`src/rtl/scx_pkg.sv`:
```
package scx_pkg;

  localparam int XW = 32;

  localparam logic [5:0] OP_SPECIAL = 6'h00;
  localparam logic [5:0] OP_REGIMM  = 6'h01;
  localparam logic [5:0] OP_SYSREG  = 6'h10;

  typedef enum logic [3:0] {
    ALU_ADD, ALU_SUB, ALU_AND, ALU_OR, ALU_XOR, ALU_NOR,
    ALU_SLT, ALU_SLTU, ALU_SLL, ALU_SRL, ALU_SRA, ALU_LUI
  } alu_op_e;

  typedef enum logic [3:0] {
    BR_NONE, BR_LTZ, BR_GEZ, BR_EQ, BR_NE, BR_LEZ, BR_GTZ, BR_ABS, BR_REG
  } br_kind_e;

  typedef enum logic [1:0] {SZ_B, SZ_H, SZ_W} mem_sz_e;

  typedef enum logic [1:0] {WB_ALU, WB_LINK, WB_LOAD, WB_SYS} wb_src_e;

  // b is the second operand; shifts act on b by sa
  function automatic logic [XW-1:0] alu_eval(alu_op_e op, logic [XW-1:0] a,
                                             logic [XW-1:0] b, logic [4:0] sa);
    case (op)
      ALU_ADD:  return a + b;
      ALU_SUB:  return a - b;
      ALU_AND:  return a & b;
      ALU_OR:   return a | b;
      ALU_XOR:  return a ^ b;
      ALU_NOR:  return ~(a | b);
      ALU_SLT:  return {{(XW-1){1'b0}}, $signed(a) < $signed(b)};
      ALU_SLTU: return {{(XW-1){1'b0}}, a < b};
      ALU_SLL:  return b << sa;
      ALU_SRL:  return b >> sa;
      ALU_SRA:  return $unsigned($signed(b) >>> sa);
      ALU_LUI:  return {b[15:0], 16'h0000};
      default:  return '0;
    endcase
  endfunction

  function automatic logic [XW-1:0] sext16(logic [15:0] v);
    return {{(XW-16){v[15]}}, v};
  endfunction

endpackage

```
`src/rtl/scx_alu.sv`:
```
module scx_alu
  import scx_pkg::*;
(
  input  alu_op_e        op,
  input  logic [XW-1:0]  a,
  input  logic [XW-1:0]  b,
  input  logic [4:0]     sa,
  output logic [XW-1:0]  y
);
  always_comb y = alu_eval(op, a, b, sa);
endmodule

```
`src/rtl/scx_branch.sv`:
```
module scx_branch
  import scx_pkg::*;
(
  input  br_kind_e       kind,
  input  logic [XW-1:0]  rs,
  input  logic [XW-1:0]  rt,
  input  logic [XW-1:0]  pc,
  input  logic [25:0]    jidx,
  output logic           taken,
  output logic [XW-1:0]  target
);
  logic [XW-1:0] pc4, rel, absj;
  logic          neg, zero;

  always_comb begin
    pc4  = pc + 32'd4;
    rel  = pc4 + {sext16(jidx[15:0]), 2'b00};
    absj = {pc4[31:28], jidx, 2'b00};
    neg  = rs[XW-1];
    zero = (rs == '0);
    target = rel;
    case (kind)
      BR_LTZ:  taken = neg;
      BR_GEZ:  taken = !neg;
      BR_EQ:   taken = (rs == rt);
      BR_NE:   taken = (rs != rt);
      BR_LEZ:  taken = neg || zero;
      BR_GTZ:  taken = !neg && !zero;
      BR_ABS:  begin taken = 1'b1; target = absj; end
      BR_REG:  begin taken = 1'b1; target = rs;   end
      default: taken = 1'b0;
    endcase
  end
endmodule

```
`src/rtl/scx_lsu.sv`:
```
module scx_lsu
  import scx_pkg::*;
(
  input  mem_sz_e        sz,
  input  logic           uns,
  input  logic [XW-1:0]  base,
  input  logic [15:0]    imm,
  input  logic [XW-1:0]  st_data,
  input  logic [XW-1:0]  rdata,
  output logic [XW-1:0]  addr,
  output logic [3:0]     be,
  output logic [XW-1:0]  wdata,
  output logic [XW-1:0]  ld_val
);
  logic [XW-1:0] shifted;
  logic [15:0]   half;

  always_comb begin
    addr    = base + sext16(imm);
    shifted = rdata >> {addr[1:0], 3'b000};
    half    = addr[1] ? rdata[31:16] : rdata[15:0];
    case (sz)
      SZ_B: begin
        be     = 4'b0001 << addr[1:0];
        wdata  = {4{st_data[7:0]}};
        ld_val = {{(XW-8){shifted[7] & !uns}}, shifted[7:0]};
      end
      SZ_H: begin
        be     = addr[1] ? 4'b1100 : 4'b0011;
        wdata  = {2{st_data[15:0]}};
        ld_val = {{(XW-16){half[15] & !uns}}, half};
      end
      default: begin
        be     = 4'b1111;
        wdata  = st_data;
        ld_val = rdata;
      end
    endcase
  end
endmodule

```
`src/rtl/scx_exec_unit.sv`:
```
module scx_exec_unit
  import scx_pkg::*;
#(
  parameter int C0_BANK_REGS = 8,
  localparam int C0_IW = $clog2(C0_BANK_REGS)
) (
  input  logic              clk,
  input  logic              rst_n,
  input  logic              in_valid,
  input  logic [31:0]       in_instr,
  input  logic [31:0]       in_pc,
  input  logic [31:0]       rs_val,
  input  logic [31:0]       rt_val,
  input  logic              brk_irq_en,
  output logic              mem_rd,
  output logic              mem_wr,
  output logic [31:0]       mem_addr,
  output logic [3:0]        mem_be,
  output logic [31:0]       mem_wdata,
  input  logic [31:0]       mem_rdata,
  output logic              c0a_rd,
  output logic              c0a_wr,
  output logic              c0b_rd,
  output logic              c0b_wr,
  output logic [C0_IW-1:0]  c0_idx,
  output logic [31:0]       c0_wdata,
  input  logic [31:0]       c0a_rdata,
  input  logic [31:0]       c0b_rdata,
  output logic              wb_en,
  output logic [4:0]        wb_idx,
  output logic [31:0]       wb_data,
  output logic              br_taken,
  output logic [31:0]       br_target,
  output logic              illegal,
  output logic              irq_req,
  output logic              halt,
  output logic              broke,
  output logic              vec_valid,
  output logic [31:0]       vec_instr
);

  logic [5:0]  op, fn;
  logic [4:0]  f_rs, f_rt, f_rd, f_sh;
  logic [15:0] imm;

  assign op   = in_instr[31:26];
  assign f_rs = in_instr[25:21];
  assign f_rt = in_instr[20:16];
  assign f_rd = in_instr[15:11];
  assign f_sh = in_instr[10:6];
  assign fn   = in_instr[5:0];
  assign imm  = in_instr[15:0];

  // decoded controls
  logic     legal, wb_we, is_ld, is_st, ld_uns, sys_rd, sys_wr, is_brk, is_fwd;
  logic     sa_var;
  logic [1:0] b_sel;          // 0 rt, 1 sign-ext imm, 2 zero-ext imm
  logic [4:0] wb_dst;
  alu_op_e  alu_op;
  br_kind_e br_kind;
  mem_sz_e  msz;
  wb_src_e  wb_src;
  logic     sys_ok, sys_bank_b;

  assign sys_ok     = (f_rd >> (C0_IW + 1)) == '0;
  assign sys_bank_b = f_rd[C0_IW];

  always_comb begin
    legal = 1'b1; wb_we = 1'b0; is_ld = 1'b0; is_st = 1'b0; ld_uns = 1'b0;
    sys_rd = 1'b0; sys_wr = 1'b0; is_brk = 1'b0; is_fwd = 1'b0; sa_var = 1'b0;
    b_sel = 2'd0; wb_dst = f_rd; alu_op = ALU_ADD; br_kind = BR_NONE;
    msz = SZ_W; wb_src = WB_ALU;
    case (op)
      OP_SPECIAL: begin
        wb_we = 1'b1;
        case (fn)
          6'h00: alu_op = ALU_SLL;
          6'h02: alu_op = ALU_SRL;
          6'h03: alu_op = ALU_SRA;
          6'h04: begin alu_op = ALU_SLL; sa_var = 1'b1; end
          6'h06: begin alu_op = ALU_SRL; sa_var = 1'b1; end
          6'h07: begin alu_op = ALU_SRA; sa_var = 1'b1; end
          6'h08: begin br_kind = BR_REG; wb_we = 1'b0; end
          6'h09: begin br_kind = BR_REG; wb_src = WB_LINK; end
          6'h0D: begin is_brk = 1'b1; wb_we = 1'b0; end
          6'h20, 6'h21: alu_op = ALU_ADD;
          6'h22, 6'h23: alu_op = ALU_SUB;
          6'h24: alu_op = ALU_AND;
          6'h25: alu_op = ALU_OR;
          6'h26: alu_op = ALU_XOR;
          6'h27: alu_op = ALU_NOR;
          6'h2A: alu_op = ALU_SLT;
          6'h2B: alu_op = ALU_SLTU;
          default: begin legal = 1'b0; wb_we = 1'b0; end
        endcase
      end
      OP_REGIMM: begin
        case (f_rt)
          5'h00: br_kind = BR_LTZ;
          5'h01: br_kind = BR_GEZ;
          5'h11: begin br_kind = BR_GEZ; wb_we = 1'b1; wb_src = WB_LINK; wb_dst = 5'd31; end
          default: legal = 1'b0;
        endcase
      end
      6'h02: br_kind = BR_ABS;
      6'h03: begin br_kind = BR_ABS; wb_we = 1'b1; wb_src = WB_LINK; wb_dst = 5'd31; end
      6'h04: br_kind = BR_EQ;
      6'h05: br_kind = BR_NE;
      6'h06: br_kind = BR_LEZ;
      6'h07: br_kind = BR_GTZ;
      6'h08, 6'h09, 6'h0A, 6'h0B, 6'h0C, 6'h0D, 6'h0E, 6'h0F: begin
        wb_we = 1'b1; wb_dst = f_rt;
        b_sel = (op >= 6'h0C) ? 2'd2 : 2'd1;
        case (op[2:0])
          3'd2:    alu_op = ALU_SLT;
          3'd3:    alu_op = ALU_SLTU;
          3'd4:    alu_op = ALU_AND;
          3'd5:    alu_op = ALU_OR;
          3'd6:    alu_op = ALU_XOR;
          3'd7:    alu_op = ALU_LUI;
          default: alu_op = ALU_ADD;
        endcase
      end
      OP_SYSREG: begin
        if (sys_ok && f_rs == 5'd0) begin
          sys_rd = 1'b1; wb_we = 1'b1; wb_src = WB_SYS; wb_dst = f_rt;
        end else if (sys_ok && f_rs == 5'd4) begin
          sys_wr = 1'b1;
        end else begin
          legal = 1'b0;
        end
      end
      6'h12, 6'h32, 6'h3A: is_fwd = 1'b1;
      6'h20, 6'h21, 6'h23, 6'h24, 6'h25: begin
        is_ld = 1'b1; wb_we = 1'b1; wb_src = WB_LOAD; wb_dst = f_rt;
        ld_uns = op[2];
        msz = (op[1:0] == 2'd0) ? SZ_B : (op[1:0] == 2'd1) ? SZ_H : SZ_W;
      end
      6'h28, 6'h29, 6'h2B: begin
        is_st = 1'b1;
        msz = (op[1:0] == 2'd0) ? SZ_B : (op[1:0] == 2'd1) ? SZ_H : SZ_W;
      end
      default: legal = 1'b0;
    endcase
  end

  // events brought out for the checker
  logic ev_fire, ev_illegal, ev_break, ev_link_always;
  assign ev_fire        = in_valid && legal;
  assign ev_illegal     = in_valid && !legal;
  assign ev_break       = ev_fire && is_brk;
  assign ev_link_always = in_valid && op == OP_REGIMM && f_rt == 5'h11;

  logic [31:0] alu_b, alu_y, tgt, ld_val, res;
  logic        taken;

  always_comb begin
    case (b_sel)
      2'd1:    alu_b = sext16(imm);
      2'd2:    alu_b = {16'h0000, imm};
      default: alu_b = rt_val;
    endcase
  end

  scx_alu u_alu (
    .op(alu_op), .a(rs_val), .b(alu_b),
    .sa(sa_var ? rs_val[4:0] : f_sh), .y(alu_y)
  );

  scx_branch u_br (
    .kind(br_kind), .rs(rs_val), .rt(rt_val), .pc(in_pc),
    .jidx(in_instr[25:0]), .taken(taken), .target(tgt)
  );

  scx_lsu u_lsu (
    .sz(msz), .uns(ld_uns), .base(rs_val), .imm(imm), .st_data(rt_val),
    .rdata(mem_rdata), .addr(mem_addr), .be(mem_be), .wdata(mem_wdata),
    .ld_val(ld_val)
  );

  assign mem_rd   = ev_fire && is_ld;
  assign mem_wr   = ev_fire && is_st;
  assign c0a_rd   = ev_fire && sys_rd && !sys_bank_b;
  assign c0b_rd   = ev_fire && sys_rd &&  sys_bank_b;
  assign c0a_wr   = ev_fire && sys_wr && !sys_bank_b;
  assign c0b_wr   = ev_fire && sys_wr &&  sys_bank_b;
  assign c0_idx   = f_rd[C0_IW-1:0];
  assign c0_wdata = rt_val;

  always_comb begin
    case (wb_src)
      WB_LINK: res = in_pc + 32'd8;
      WB_LOAD: res = ld_val;
      WB_SYS:  res = sys_bank_b ? c0b_rdata : c0a_rdata;
      default: res = alu_y;
    endcase
  end

  always_ff @(posedge clk) begin
    if (!rst_n) begin
      wb_en <= 1'b0; wb_idx <= '0; wb_data <= '0;
      br_taken <= 1'b0; br_target <= '0;
      illegal <= 1'b0; irq_req <= 1'b0; halt <= 1'b0; broke <= 1'b0;
      vec_valid <= 1'b0; vec_instr <= '0;
    end else begin
      wb_en     <= ev_fire && wb_we && (wb_dst != 5'd0);
      wb_idx    <= wb_dst;
      wb_data   <= res;
      br_taken  <= ev_fire && taken;
      br_target <= tgt;
      illegal   <= ev_illegal;
      irq_req   <= ev_break && brk_irq_en;
      halt      <= halt  || ev_break;
      broke     <= broke || ev_break;
      vec_valid <= ev_fire && is_fwd;
      vec_instr <= in_instr;
    end
  end

endmodule

```
`config.mk`:
```
export PLATFORM = sky130hd
export DESIGN_NAME = scx_exec_unit
export DESIGN_NICKNAME = d
export VERILOG_FILES = /design/src/rtl/scx_pkg.sv /design/src/rtl/scx_alu.sv /design/src/rtl/scx_branch.sv /design/src/rtl/scx_lsu.sv /design/src/rtl/scx_exec_unit.sv
export SDC_FILE = /design/constraint.sdc
export NUM_CORES = 1
export LEC_CHECK = 0
export BUFFER_PORTS_ARGS = -buffer_cell sky130_fd_sc_hd__buf_4
export CORE_AREA = 2 2 301 303
export CTS_BUF_LIST = sky130_fd_sc_hd__clkbuf_4 sky130_fd_sc_hd__clkbuf_8 sky130_fd_sc_hd__clkbuf_16
export CTS_CLUSTER_SIZE = 16
export DETAILED_ROUTE_END_ITERATION = 10
export DIE_AREA = 0 0 303 305
export PLACE_DENSITY = 0.4
export RECOVER_POWER = 100
export SLEW_MARGIN = 20
export SYNTH_ARGS = -nofsm -noshare
export SYNTH_HDL_FRONTEND = slang
export SYNTH_HIERARCHICAL = 1
export SYNTH_SLANG_ARGS = --single-unit
```
`constraint.sdc`:
```
create_clock -name clk -period 6.25 [get_ports clk]
set_input_delay 0.3125 -clock clk [delete_from_list [all_inputs] [get_ports clk]]
set_output_delay 0.3125 -clock clk [all_outputs]
set_load 0.02 [all_outputs]
```
# == After elaboration in Yosys (flattened, before gate mapping) ==
# Index checks and enable logic that the tools add are counted.
# totals
register_bits,108
input_bits,228
output_inout_bits,217
wordCells,220
# op_classes
addsub,6
n_lt_le_gt_ge,3
eq_ne,82
n_shift,5
muxes,50
n_bitwise,6
reduce_logical,57
# ops
operator,count
case mux 32 bit (12 select lines),1
case mux 32 bit (2 select lines),4
equality test 6 bit (second input constant),20
case mux 32 bit (3 select lines),1
equality test 6 x 4 -> 1 bit (second input constant),11
adder 32 bit,2
< comparator 32 bit,2
equality test 6 x 3 -> 1 bit (second input constant),7
case mux 4 bit (10 select lines),1
adder 32 x 18 -> 32 bit,1
adder 32 x 3 -> 32 bit (second input constant),1
adder 32 x 4 -> 32 bit (second input constant),1
AND 32 bit,1
equality test 32 bit,1
equality test 4 x 3 -> 1 bit (second input constant),8
zero test 32 bit,1
2-to-1 mux 32 bit,1
inequality test 32 bit,1
inverter 32 bit,1
bitwise OR 32 bit,1
<< shifter 32 x 5 -> 32 bit,1
right shift 32 x 5 -> 32 bit,1
right shift 32 x 5 -> 8 bit,1
>>> shifter 32 x 5 -> 32 bit,1
other kinds (48),138

# == Logic depth before layout (Yosys ltp) ==
# logic_depth
ltp_word,9
mapped_depth,21
ltp_nobuf,17

# == Modules after synthesis ==
# Netlist, hierarchy kept.
# by_module_without_submodules
mod,n_inst,cells_per_inst,area_per_inst_um2,seq_area_each_um2
scx_alu,1,1293,9386.5,0.0
scx_exec_unit,1,762,6127.1,2162.1
scx_branch,1,426,2985.4,0.0
scx_lsu,1,415,2755.1,0.0

# == Worst setup path after synthesis ==
# No wires, ideal clock.
# synth_timing
path_kind,input to register
from,in in_instr[29]
to,reg wb_data[24]
setup_time_ns,0.088
arrival_time_ns,4.477
t_required_ns,6.162
setup_slack_ns,1.685
cell_stages,17
n_path_buf,2
cell_sequence,clkbuf_1 -> clkbuf_1 -> nand2_1 -> o21ai_0 -> ha_1 -> inv_1 -> fa_1 -> and2b_1 -> o211ai_2 -> a31o_4 -> o41ai_4 -> a21oi_2 -> or4_1 -> o31a_1 -> o221ai_2 -> nor3_1 -> a311oi_2
# synth_between
elab_cells_between_ends,67
classes_between,add/sub (2); order compare (1); eq/ne (36); shift (3); mux (12); bitwise (6); reduce/logical (7)
# synth_lines
element,line_no,source
"start, declared",scx_exec_unit.sv:10,"input logic [31:0] in_instr,"
greater-or-equal comparator 6 x 4 -> 1 bit or equality test 6 x 4 -> 1 bit (tied branches),"scx_exec_unit.sv:113, scx_exec_unit.sv:73",
2-to-1 mux 2 bit or OR reduction 8 bit (tied branches),-,
2-to-1 mux 2 bit *,scx_exec_unit.sv:73,case (op)
equality test 2 bit or equality test 2 x 1 -> 1 bit (tied branches),scx_exec_unit.sv:158,case (b_sel)
case mux 32 bit (2 select lines) *,scx_exec_unit.sv:158,
named net alu_b[0],scx_exec_unit.sv:154,"logic [31:0] alu_b, alu_y, tgt, ld_val, res;"
subtractor 32 bit (tied with other cells),scx_pkg.sv:27,ALU_SUB: return a - b;
case mux 32 bit (12 select lines) *,scx_pkg.sv:25,case (op)
named net alu_y[24],scx_exec_unit.sv:154,
case mux 32 bit (3 select lines) *,scx_exec_unit.sv:191,case (wb_src)
"end signal, assigned",scx_exec_unit.sv:208,wb_data <= res;
"end, declared",scx_exec_unit.sv:31,"output logic [31:0] wb_data,"
# Mark *: on every way through the listed nets, which the timed path passes. The rest lies on a longest branch.
# A chain may end at the register's enable or synchronous reset.

# == Worst setup path after layout ==
# layout_timing
from,in in_instr[14]
to,out mem_addr[31]
# layout_between
elab_chain_len,1
# layout_lines
element,line_no,source
adder 32 bit,scx_lsu.sv:19,addr = base + sext16(imm);
"end, declared",scx_exec_unit.sv:17,"output logic [31:0] mem_addr,"
# No other way between the ends.

==> impl_metrics.ini <==
[worst_hold_path]
whs_path_depth = 2
hp-class = in -> reg
whs_endpoint = vec_instr[21]$_SDFF_PN0_
hold_start = in_instr[21]

[setup_path]
ff2ff_path_depth = 1
worst_setup_path_end_kind = output pin
crit_type = in -> out
critPathLaunchType = input pin
crit_arrival_ns = 5.28
crit_fanout = 39
critPathRequiredTime_ns = 5.94
r2r_start = halt$_SDFF_PN0_
regToRegSetupSlack_ns = 5.64
r2r-end = halt$_SDFF_PN0_

[synth]
synth_top_area_share_pct = 10.2
syn_nets = 3289
ys_seq_elements = 108
ys_top_cells_by_area = dfxtp_1 (10%), ha_1 (9.5%), mux4_2 (6.0%)
synth_edf_count = 0
synth_ff_type = dfxtp_1
ys_types = 114
synthCells = 2896
syn_area_per_cell_um2 = 7.34
yosys.area.top_type = dfxtp_1
async_reset_ff_share_pct = 0
ys_warn_count = 6
ys_seq_area_share_pct = 10.2
syn_area_mm2 = 0.0213

[global_routing]
grt_max_degree = 65
grt_pass1_vias = 24200
grt_overflow_total = 0
grt_usage_pct = 26.3
grt_antenna_before_repair = 12
grt_pass1_wl_mm = 178

[route]
drt_iter0_drc = 2789
num_vias = 24800
via_per_inst = 5.71
drc = 0
wire_per_inst_um = 28.9
final_antenna_net_count = 0
drtPass1Iterations = 8
routed_wl_mm = 126

[clock_network]
cts-root-buf = clkbuf_16
cts.reportedPaths.clkPinSlew_ns = 0.08
cts_inserted_buffers = 9
clock-sinks = 108
worstSkewPairLatency_ns = 0.39
cts_resized = 0
cts_buffer_depth = 2
post_cts_buffers = 0
cts_tree = yes
ctsHoldBuffers = 0
htreeDepth = 3

[layout]
drive_gt1_share_pct = 14.8
final_cell_mix = nand2_1 (305), buf_4 (287), nor2_1 (241), clkbuf_1 (224), a21oi_1 (207)
fillers = 9977
fin_area_mm2 = 0.0248
area_growth_pct = 16.6
final_common_cell = nand2_1
final_core_util_pct = 27.7
multi_input_area_mm2 = 0.0174
fin_nets = 3559
layout.area.seq_mm2 = 0.00216

[place]
placed_area_mm2 = 0.0254
pre_cts_ws_ns = 0.879
portBuffers = 444
dpl.hpwl_mm = 98.7
gp_congestion = 0.974

[sta]
rsz0062_at_grt = no
fin_tns_setup_ns = 0
slew_violations = 329
finalCritPeriodShare_pct = 89.5
maxSlewHeadroom_pct = -106
setup_violations = 0
setup_ws_ns = 0.659
timing.hold.ws_ns = 0.151
fin_skew_ns = 0
hold_viol = 0
fmax_ghz = 0.179
tightest_slew_ns = 3.09
fin_crit_ns = 5.59

[die]
fp.dieH_um = 305
dieArea_mm2 = 0.0924
core_area_mm2 = 0.0893
ioPinCount = 445
initial_core_util_pct = 23.8
rows = 110
dieWidth_um = 303

[pwr]
p_leak_nw = 9.93
powerDensity_mw_per_mm2 = 157
ir_worst_vdd_mv = 0.168

[run]
drv_cap = 9

[status]
outcome = finished, violations left
failed_checks = max-capacitance violations, max-slew violations
worst max-delay path: stages:
cell	delay, ns
clkbuf_1	0.47
clkbuf_1	2.20
ha_1	0.65
nand3_1	0.12
nand2_1	0.08
a21oi_1	0.25
o31a_1	0.20
o21a_1	0.11
o31ai_1	0.16
a32oi_1	0.29
xnor2_1	0.14
clkbuf_1	0.27
stage by stage:
stage	instances	total power [W]
finish	4349	0.00389
global route	4347	0.00409
CTS	4347	0.00400
detailed placement	4331	0.00334
global placement	4331	0.00337
floorplan	2896	0.00231
worst max path at each step:
stage                       startpoint                endpoint  slack [ns]
after global routing      in_instr[14]            mem_addr[31]        0.38
after CTS                 in_instr[30]  wb_data[27]$_SDFF_PN0_        1.31
after floorplan           in_instr[29]  wb_data[24]$_SDFF_PN0_        1.69
after global placement    in_instr[29]  wb_data[30]$_SDFF_PN0_        0.95
final                     in_instr[14]            mem_addr[31]        0.66
after detailed placement  in_instr[30]  wb_data[27]$_SDFF_PN0_        0.88
routing by layer:
metal	part of all wire (%)	track usage, %	up-vias
met5	0.078	0	-
met2	46	42.8	1142
met3	6.9	4.38	197
met1	42	34.6	12200
met4	4.4	9.90	16
li1	-	-	11300
sequential cells by signal, summed over array words and instances (netlist names), 5 cells and up:
register	cells
wb_idx	5
wb_data	32
vec_instr	32
br_target	32
cell type report:
cell class,instances,share of cell area [%]
diodes,2,0.0202
inverters,126,1.91
well taps,1176,5.94
multi-input cells,2409,70.1
clock inverters,5,0.182
clock buffers,11,0.995
repair buffers,512,12.2
flip-flops and latches,108,8.73
synthesized netlist by cell type (all sizes together), types with 42 or more instances:
cell	instances
xor2	44
nand3	80
a22oi	55
nand2	307
mux2	42
mux2i	101
nand4	42
o21ai	188
buf	104
a21o	44
mux4	57
and2	81
inv	125
ha	161
clkbuf	149
dfxtp	108
nor3	54
xnor2	93
nor2	242
a21oi	207
power by group:
group / internal, W / switching [W] / total, W
clock network: 0.000293 / 0.000352 / 0.000645
logic: 0.000852 / 0.00159 / 0.00245
registers: 0.000761 / 0.0000342 / 0.000796
kinds of logic (layout without fill, tap and decap cells):
| group | after synthesis | in the layout | synth area share (%) |
|---|---|---|---|
| other | 0 | 2 | 0 |
| adder cells (fa/ha/maj) | 165 | 165 | 9.85 |
| AND/OR/NAND/NOR | 998 | 998 | 22.9 |
| multiplexers | 200 | 200 | 13.0 |
| flip-flops | 108 | 108 | 10.2 |
| XOR/XNOR | 137 | 137 | 5.65 |
| AO/OA/AOI/OAI | 909 | 909 | 30.2 |
| buffers and inverters | 379 | 654 | 8.20 |
(Power assumes the default switching activity.)
